**config.mk**
```make
export PLATFORM = sky130hd
export DESIGN_NAME = tlb_xlate
export DESIGN_NICKNAME = d
export VERILOG_FILES = /design/src/rtl/tlb_pkg.sv /design/src/rtl/tlb_ptable.sv /design/src/rtl/tlb_array.sv /design/src/rtl/tlb_xlate.sv
export SDC_FILE = /design/constraint.sdc
export NUM_CORES = 2
export LEC_CHECK = 0
export BUFFER_PORTS_ARGS = -buffer_cell sky130_fd_sc_hd__buf_2
export CORE_UTILIZATION = 35
export CTS_CLUSTER_DIAMETER = 150
export CTS_CLUSTER_SIZE = 16
export DETAILED_ROUTE_END_ITERATION = 16
export GPL_TIMING_DRIVEN = 0
export PLACE_DENSITY = 0.48
export SLEW_MARGIN = 20
export SYNTH_ARGS = -nofsm -noshare
export SYNTH_HDL_FRONTEND = slang
export SYNTH_SLANG_ARGS = --single-unit
```
**constraint.sdc**
```tcl
create_clock -name clk -period 5.5 [get_ports clk]
set_clock_uncertainty 0.1 [all_clocks]
set_input_delay 0.55 -clock clk [delete_from_list [all_inputs] [get_ports clk]]
set_output_delay 0.55 -clock clk [all_outputs]
set_load 0.01 [all_outputs]
```
**src/rtl/tlb_pkg.sv**
```systemverilog
package tlb_pkg;
  localparam int VA_W     = 14;
  localparam int PA_W     = 12;
  localparam int OFF_W    = 6;
  localparam int SETS     = 4;
  localparam int WAYS     = 4;
  localparam int VPN_W    = VA_W - OFF_W;
  localparam int PPN_W    = PA_W - OFF_W;
  localparam int SET_W    = $clog2(SETS);
  localparam int WAY_W    = $clog2(WAYS);
  localparam int TAG_W    = VPN_W - SET_W;
  localparam int PT_DEPTH = 1 << VPN_W;
  localparam int ENTRIES  = SETS * WAYS;

  typedef logic [VA_W-1:0]  va_t;
  typedef logic [PA_W-1:0]  pa_t;
  typedef logic [OFF_W-1:0] off_t;
  typedef logic [VPN_W-1:0] vpn_t;
  typedef logic [PPN_W-1:0] ppn_t;
  typedef logic [SET_W-1:0] set_t;
  typedef logic [TAG_W-1:0] tag_t;
  typedef logic [WAY_W-1:0] way_t;

  typedef struct packed {
    logic present;
    ppn_t ppn;
  } pte_t;

  function automatic vpn_t va_page(va_t va);
    return va[VA_W-1:OFF_W];
  endfunction

  function automatic off_t va_offset(va_t va);
    return va[OFF_W-1:0];
  endfunction

  function automatic set_t page_set(vpn_t vpn);
    return vpn[SET_W-1:0];
  endfunction

  function automatic tag_t page_tag(vpn_t vpn);
    return vpn[VPN_W-1:SET_W];
  endfunction

  function automatic pa_t join_pa(ppn_t ppn, off_t off);
    return {ppn, off};
  endfunction

  // returns {found, way}; the lowest free way wins
  function automatic logic [WAY_W:0] first_free(logic [WAYS-1:0] vld);
    logic [WAY_W:0] pick;
    pick = '0;
    for (int i = WAYS - 1; i >= 0; i--) begin
      if (!vld[i]) pick = {1'b1, way_t'(i)};
    end
    return pick;
  endfunction
endpackage

```
**src/rtl/tlb_ptable.sv**
```systemverilog
module tlb_ptable
  import tlb_pkg::*;
(
  input  logic clk,
  input  logic rst_n,
  input  logic we,
  input  vpn_t widx,
  input  pte_t wdata,
  input  vpn_t ridx,
  output pte_t rdata
);
  pte_t mem_q [PT_DEPTH];

  always_ff @(posedge clk or negedge rst_n) begin
    if (!rst_n) begin
      for (int i = 0; i < PT_DEPTH; i++) mem_q[i] <= '0;
    end else if (we) begin
      mem_q[widx] <= wdata;
    end
  end

  assign rdata = mem_q[ridx];
endmodule

```
**src/rtl/tlb_array.sv**
```systemverilog
module tlb_array
  import tlb_pkg::*;
(
  input  logic               clk,
  input  logic               rst_n,
  input  logic               flush,
  input  set_t               lk_set,
  input  tag_t               lk_tag,
  output logic               lk_hit,
  output ppn_t               lk_ppn,
  output logic [WAYS-1:0]    lk_hit_vec,
  input  logic               fill_en,
  input  set_t               fill_set,
  input  tag_t               fill_tag,
  input  ppn_t               fill_ppn,
  output logic [ENTRIES-1:0] vld_bits
);
  tag_t            tag_q [SETS][WAYS];
  ppn_t            ppn_q [SETS][WAYS];
  logic [WAYS-1:0] vld_q [SETS];
  way_t            rr_q  [SETS];

  // lookup compare per way
  for (genvar w = 0; w < WAYS; w++) begin : g_cmp
    assign lk_hit_vec[w] = vld_q[lk_set][w] && (tag_q[lk_set][w] == lk_tag);
  end

  always_comb begin
    lk_ppn = '0;
    for (int w = 0; w < WAYS; w++) begin
      if (lk_hit_vec[w]) lk_ppn = lk_ppn | ppn_q[lk_set][w];
    end
  end

  assign lk_hit = |lk_hit_vec;

  for (genvar s = 0; s < SETS; s++) begin : g_vld
    assign vld_bits[s*WAYS +: WAYS] = vld_q[s];
  end

  // victim choice: free way first, round-robin otherwise
  logic [WAY_W:0] free_pick;
  logic           free_ok;
  way_t           victim;

  assign free_pick = first_free(vld_q[fill_set]);
  assign free_ok   = free_pick[WAY_W];
  assign victim    = free_ok ? free_pick[WAY_W-1:0] : rr_q[fill_set];

  always_ff @(posedge clk or negedge rst_n) begin
    if (!rst_n) begin
      for (int s = 0; s < SETS; s++) begin
        vld_q[s] <= '0;
        rr_q[s]  <= '0;
      end
    end else if (flush) begin
      for (int s = 0; s < SETS; s++) vld_q[s] <= '0;
    end else if (fill_en) begin
      vld_q[fill_set][victim] <= 1'b1;
      if (!free_ok) rr_q[fill_set] <= way_t'(rr_q[fill_set] + 1'b1);
    end
  end

  always_ff @(posedge clk) begin
    if (fill_en && !flush) begin
      tag_q[fill_set][victim] <= fill_tag;
      ppn_q[fill_set][victim] <= fill_ppn;
    end
  end
endmodule

```
**src/rtl/tlb_xlate.sv**
```systemverilog
module tlb_xlate
  import tlb_pkg::*;
(
  input  logic             clk,
  input  logic             rst_n,
  input  logic             flush,
  input  logic             pt_we,
  input  logic [VPN_W-1:0] pt_widx,
  input  logic [PPN_W-1:0] pt_wppn,
  input  logic             pt_wvalid,
  input  logic             req_valid,
  input  logic [VA_W-1:0]  req_va,
  output logic             rsp_valid,
  output logic             rsp_hit,
  output logic             rsp_fault,
  output logic [PPN_W-1:0] rsp_ppn,
  output logic [PA_W-1:0]  rsp_pa,
  output logic             busy
);
  logic walk_q;
  va_t  walk_va_q;

  // named internal events
  logic               idle_req;
  logic               tlb_hit;
  ppn_t               tlb_ppn;
  logic [WAYS-1:0]    tlb_hit_vec;
  logic [ENTRIES-1:0] tlb_vld_bits;
  logic               walk_start;
  logic               fill_en;
  pte_t               walk_pte;
  vpn_t               walk_vpn;
  vpn_t               req_vpn;
  ppn_t               out_ppn;
  off_t               out_off;

  assign req_vpn    = va_page(req_va);
  assign walk_vpn   = va_page(walk_va_q);
  assign idle_req   = req_valid && !walk_q;
  assign walk_start = idle_req && !tlb_hit;
  assign fill_en    = walk_q && walk_pte.present && !flush;

  tlb_array u_array (
    .clk        (clk),
    .rst_n      (rst_n),
    .flush      (flush),
    .lk_set     (page_set(req_vpn)),
    .lk_tag     (page_tag(req_vpn)),
    .lk_hit     (tlb_hit),
    .lk_ppn     (tlb_ppn),
    .lk_hit_vec (tlb_hit_vec),
    .fill_en    (fill_en),
    .fill_set   (page_set(walk_vpn)),
    .fill_tag   (page_tag(walk_vpn)),
    .fill_ppn   (walk_pte.ppn),
    .vld_bits   (tlb_vld_bits)
  );

  tlb_ptable u_ptable (
    .clk   (clk),
    .rst_n (rst_n),
    .we    (pt_we),
    .widx  (pt_widx),
    .wdata ('{present: pt_wvalid, ppn: pt_wppn}),
    .ridx  (walk_vpn),
    .rdata (walk_pte)
  );

  always_ff @(posedge clk or negedge rst_n) begin
    if (!rst_n) begin
      walk_q    <= 1'b0;
      walk_va_q <= '0;
    end else begin
      walk_q <= walk_start;
      if (walk_start) walk_va_q <= req_va;
    end
  end

  assign out_ppn   = walk_q ? walk_pte.ppn : tlb_ppn;
  assign out_off   = walk_q ? va_offset(walk_va_q) : va_offset(req_va);
  assign rsp_valid = walk_q || (idle_req && tlb_hit);
  assign rsp_hit   = idle_req && tlb_hit;
  assign rsp_fault = walk_q && !walk_pte.present;
  assign rsp_ppn   = rsp_valid ? out_ppn : '0;
  assign rsp_pa    = rsp_valid ? join_pa(out_ppn, out_off) : '0;
  assign busy      = walk_q;
endmodule

```
==> run summary <==
The worst setup path is captured at an output port. The flow ran to the end, but the final reports show violations. Summing all flip-flop and latch instances after layout gives 51600 sq um. The floorplan step defined a core boundary enclosing 259000 sq um. The slew at the pin closest to its max-slew limit is 1.32 ns.

The leakage power total came out at 46.9 nW. After synthesis, the largest family of logic cells by area is multiplexers. The post-synth net total is 5799. The sum of negative setup slack came out at -1.21 ns.

The number of flops mapped to enable cells by yosys came out at 192. The part of the Yosys area used for sequential elements is 56.5%. The TritonCTS clock tree is built. STA puts the critical path data required time at 4.85 ns. The total power consumption of the routed design came out at 33.8 mW.

The multi-input combinational cell area is 38300 sq um. The final count of hold timing violations is 0. The total detailed-routing wirelength came out at 409000 microns. The first-pass GRT wire length is 546000 microns. The cell area after technology mapping is 91200 sq um. The number of buffers on the longest clock path is 3.

The critical path data arrival time is 5.07 ns. The post-layout worst setup margin is -0.225 ns. Setup repair after global routing could not meet its margin everywhere. The number of fill cells is 23900. The detailed router placed 58500 vias in this run.

The effective utilization at floorplan is 35.2%. CTS saw 2023 sinks. The maximum cell stage delay along the critical path came out at 0.64 ns.

Ranked by total cell area, the synthesized netlist is headed by sky130_fd_sc_hd__dfrtp_1 50%, sky130_fd_sc_hd__mux2_2 22%, sky130_fd_sc_hd__mux4_2 13%. The synthesized netlist cell count is 5765. The root buffer cell chosen for the clock tree is sky130_fd_sc_hd__clkbuf_16.

The complex-gate fraction of the synthesized area is 2.02%. STA classifies the critical path startpoint as a register. The worst slew margin relative to its limit is 12.0%. The final net count is 6126.

The initial DRC count came out at 7231. Walking the worst path, the cells encountered are clkbuf_2 > clkbuf_2 > clkbuf_2 > buf_16 > nand2_1 > o22ai_2 > nor3_1 > a21oi_2 > and3_4 > a22o_1 > buf_4 > buf_2. The checks that failed: setup timing. The number of distinct library cells after synthesis is 70. Sorting the synthesized cells by how often they occur yields 1831 x sky130_fd_sc_hd__dfrtp_1, 1811 x sky130_fd_sc_hd__mux2_2, 512 x sky130_fd_sc_hd__mux4_2. The count of warnings emitted by yosys is 0.

The count of pins over their slew limit is 0. The most repeated library cell on the critical path is sky130_fd_sc_hd__clkbuf_2. The post-synthesis sequential element count came out at 2023. The overall die area is 263000 sq um. CTS built an H-tree with a depth of 4.

The slowest stage of the critical path belongs to the cell sky130_fd_sc_hd__dfrtp_4. The final global-route overflow total came out at 0. The clock-pin transition on the worst setup and hold timing paths is 0.08 ns. For this design the ratio of total power to cell area is 324 nW/um^2. The number of I/O pins is 56.

The average size of a mapped cell is 15.8 sq um. Buffers inserted during clock tree synthesis total 144. The worst hold path belongs to the class in2async. The estimated wirelength of the detail-placed design is 280000 microns. The library cell with the highest instance count after synthesis is sky130_fd_sc_hd__dfrtp_1. Setup violations remaining at the end of the flow were counted as 11.

The period utilization came out at 104%. The max-capacitance violation count came out at 0. The xor and xnor fraction of the mapped netlist area came out at 0.240%. The width of the die came out at 513 microns. sky130_fd_sc_hd__dfrtp_1 takes more of the synthesized area than any other cell.

Summing the areas of all and, or, nand and nor instances in the mapped netlist gives 2.79% of the synthesized area. The worst-case vdd ir drop came out at 0.222 mV. The die boundary height came out at 513 microns. The share of the synthesized area in the top cell type came out at 50.2%. Routability-driven placement finished with a final weighted congestion of 0.992. Global routing consumed, over all layers together, 31.0% of the routing resources. The number of antenna violations at the first check in global routing is 40. The synthesized-area fraction occupied by adder cells is 0%. The number of routed nets with antenna violations is 0. The placement row count came out at 187. The via count normalized by instance count came out at 6.12. The clock insertion delay at the later pin of the skew report is 0.88 ns.

Along the worst path, the maximum fanout reaches 20. The maximum number of pins on one net before global-route repair is 131. The number of buffer cells added on primary ports is 39.

The smallest hold slack is 0.0725 ns. The highest attainable clock frequency came out at 0.175 GHz. The share of flip-flops with an asynchronous set or reset is 90.5%. The multiplexer fraction of the synthesized cell area came out at 36.1%. The number of global-route vias before repair came to 58200. The remaining design rule violation count came out at 0.

The post-route netlist has 49.2% of its cells at a drive strength greater than 1. The synthesis-to-layout area growth came out at 14.4%. In the synthesized netlist the dominant register cell turns out to be sky130_fd_sc_hd__dfrtp_1. The total iterations of the first detailed-routing run came out at 8. The post-layout minimum cycle time is 5.72 ns. The worst setup path is of the reg2out kind. The detail-routed net length per standard cell came out at 42.8 microns.
[final timing paths]
kind                            cells past startpoint              endpoint              start  slack [ns]
worst max-delay path                               12            rsp_ppn[4]      walk_va_q[10]       -0.22
worst min-delay path                                2          walk_va_q[1]              rst_n        0.07
worst max register to register                     10   u_array.tag_q[0][4]      walk_va_q[10]        0.48
worst min register to register                      1     u_ptable.mem_q[9]  u_ptable.mem_q[9]        0.40
max in group asynchronous                           6  u_ptable.mem_q[1090]              rst_n        2.52
min in group clk                                    2   u_array.vld_bits[5]              flush        0.07
[cells in the final DEF (no fill, tap or decap), drive strengths merged, types with 3 or more instances in the layout]
cell type and count:
dfrtp 1831, mux2 1820, mux4 517, clkbuf 447, buf 315, nor2 245, nand2 196, edfxtp 192
mux2i 79, a22oi 64, o22ai 44, nand3 39, a21oi 35, inv 31, o21ai 30, diode 27
nor3 20, a22o 19, nor2b 15, xnor2 13, nand4 13, a221oi 13, xor2 12, nand2b 11
and3 11, nor4 10, o211ai 9, dlygate4sd3 9, clkinv 8, a32oi 7, o221ai 7, and2 7
o2111ai 6, a31oi 6, a211oi 4, or2 3, and4 3, a2111oi 3
[routing by layer]
metal / routed length (microns) / GRT usage [%] / vias to the layer above
met4: 25500 / 17.3 / 22
met2: 175000 / 44.5 / 2827
li1: - / - / 22200
met3: 39000 / 9.28 / 808
met5: 316 / 0 / -
met1: 169000 / 41.8 / 32600
[where the power goes]
group          internal [mW]  total [mW]  switching [mW]  leakage (nW)
registers               15.8        16.2           0.371          27.0
logic                   2.38        7.08            4.70          18.0
clock network           4.80        10.5            5.75          1.92
total                   23.0        33.8            10.8          46.9
[sequential cells by signal, summed over array words and instances (netlist names)]
name	flops
walk_va_q	14
u_array.rr_q	8
u_array.ppn_q	96
u_array.tag_q	96
u_array.vld_bits	16
u_ptable.mem_q	1792
busy	1
[layout make-up]
| class | count | share of cell area, % |
|---|---|---|
| Tap cell | 3402 | 4.08 |
| Clock inverter | 15 | 0.261 |
| Antenna cell | 27 | 0.0647 |
| Buffer | 430 | 3.45 |
| Inverter | 26 | 0.107 |
| Clock buffer | 159 | 3.52 |
| Sequential cell | 2023 | 49.4 |
| Multi-Input combinational cell | 3285 | 36.7 |
| Timing Repair Buffer | 182 | 2.41 |
[cells by family (layout without fill, tap and decap cells)]
kind of cell,count (synthesis),after routing
xor+xnor,25,25
other cells,0,27
mux,2416,2416
simple gates,580,580
buf+inv,457,812
compound gates,264,264
flops,2023,2023
[what timing repair did]
action / 4_1_cts / 5_1_grt
hold endpoints to repair: 344 / 0
pin swaps: 9 / 3
setup endpoints to repair: 325 / 12
hold buffers: 9 / 0
resized for setup: 474 / 36
buffers inserted: 58 / 16
[stage by stage]
step	area, sq um	util, %	instances	worst slack, ns
final	104000	40.2	9549	-0.225
after global placement	95700	36.9	9206	-38.55
after detailed placement	97300	37.5	9266	-2.51
after global routing	104000	40.2	9527	-0.120
after CTS	104000	40.1	9506	-0.165
after floorplan	91200	-	5765	1.39
[critical path, delay by kind of cell (launching register included)]
| family | cells | cell delay [ns] |
|---|---|---|
| flops | 1 | 0.64 |
| simple gates | 3 | 0.99 |
| buf+inv | 6 | 1.65 |
| compound gates | 3 | 0.87 |
No activity file was read; power rests on OpenSTA's default activity.
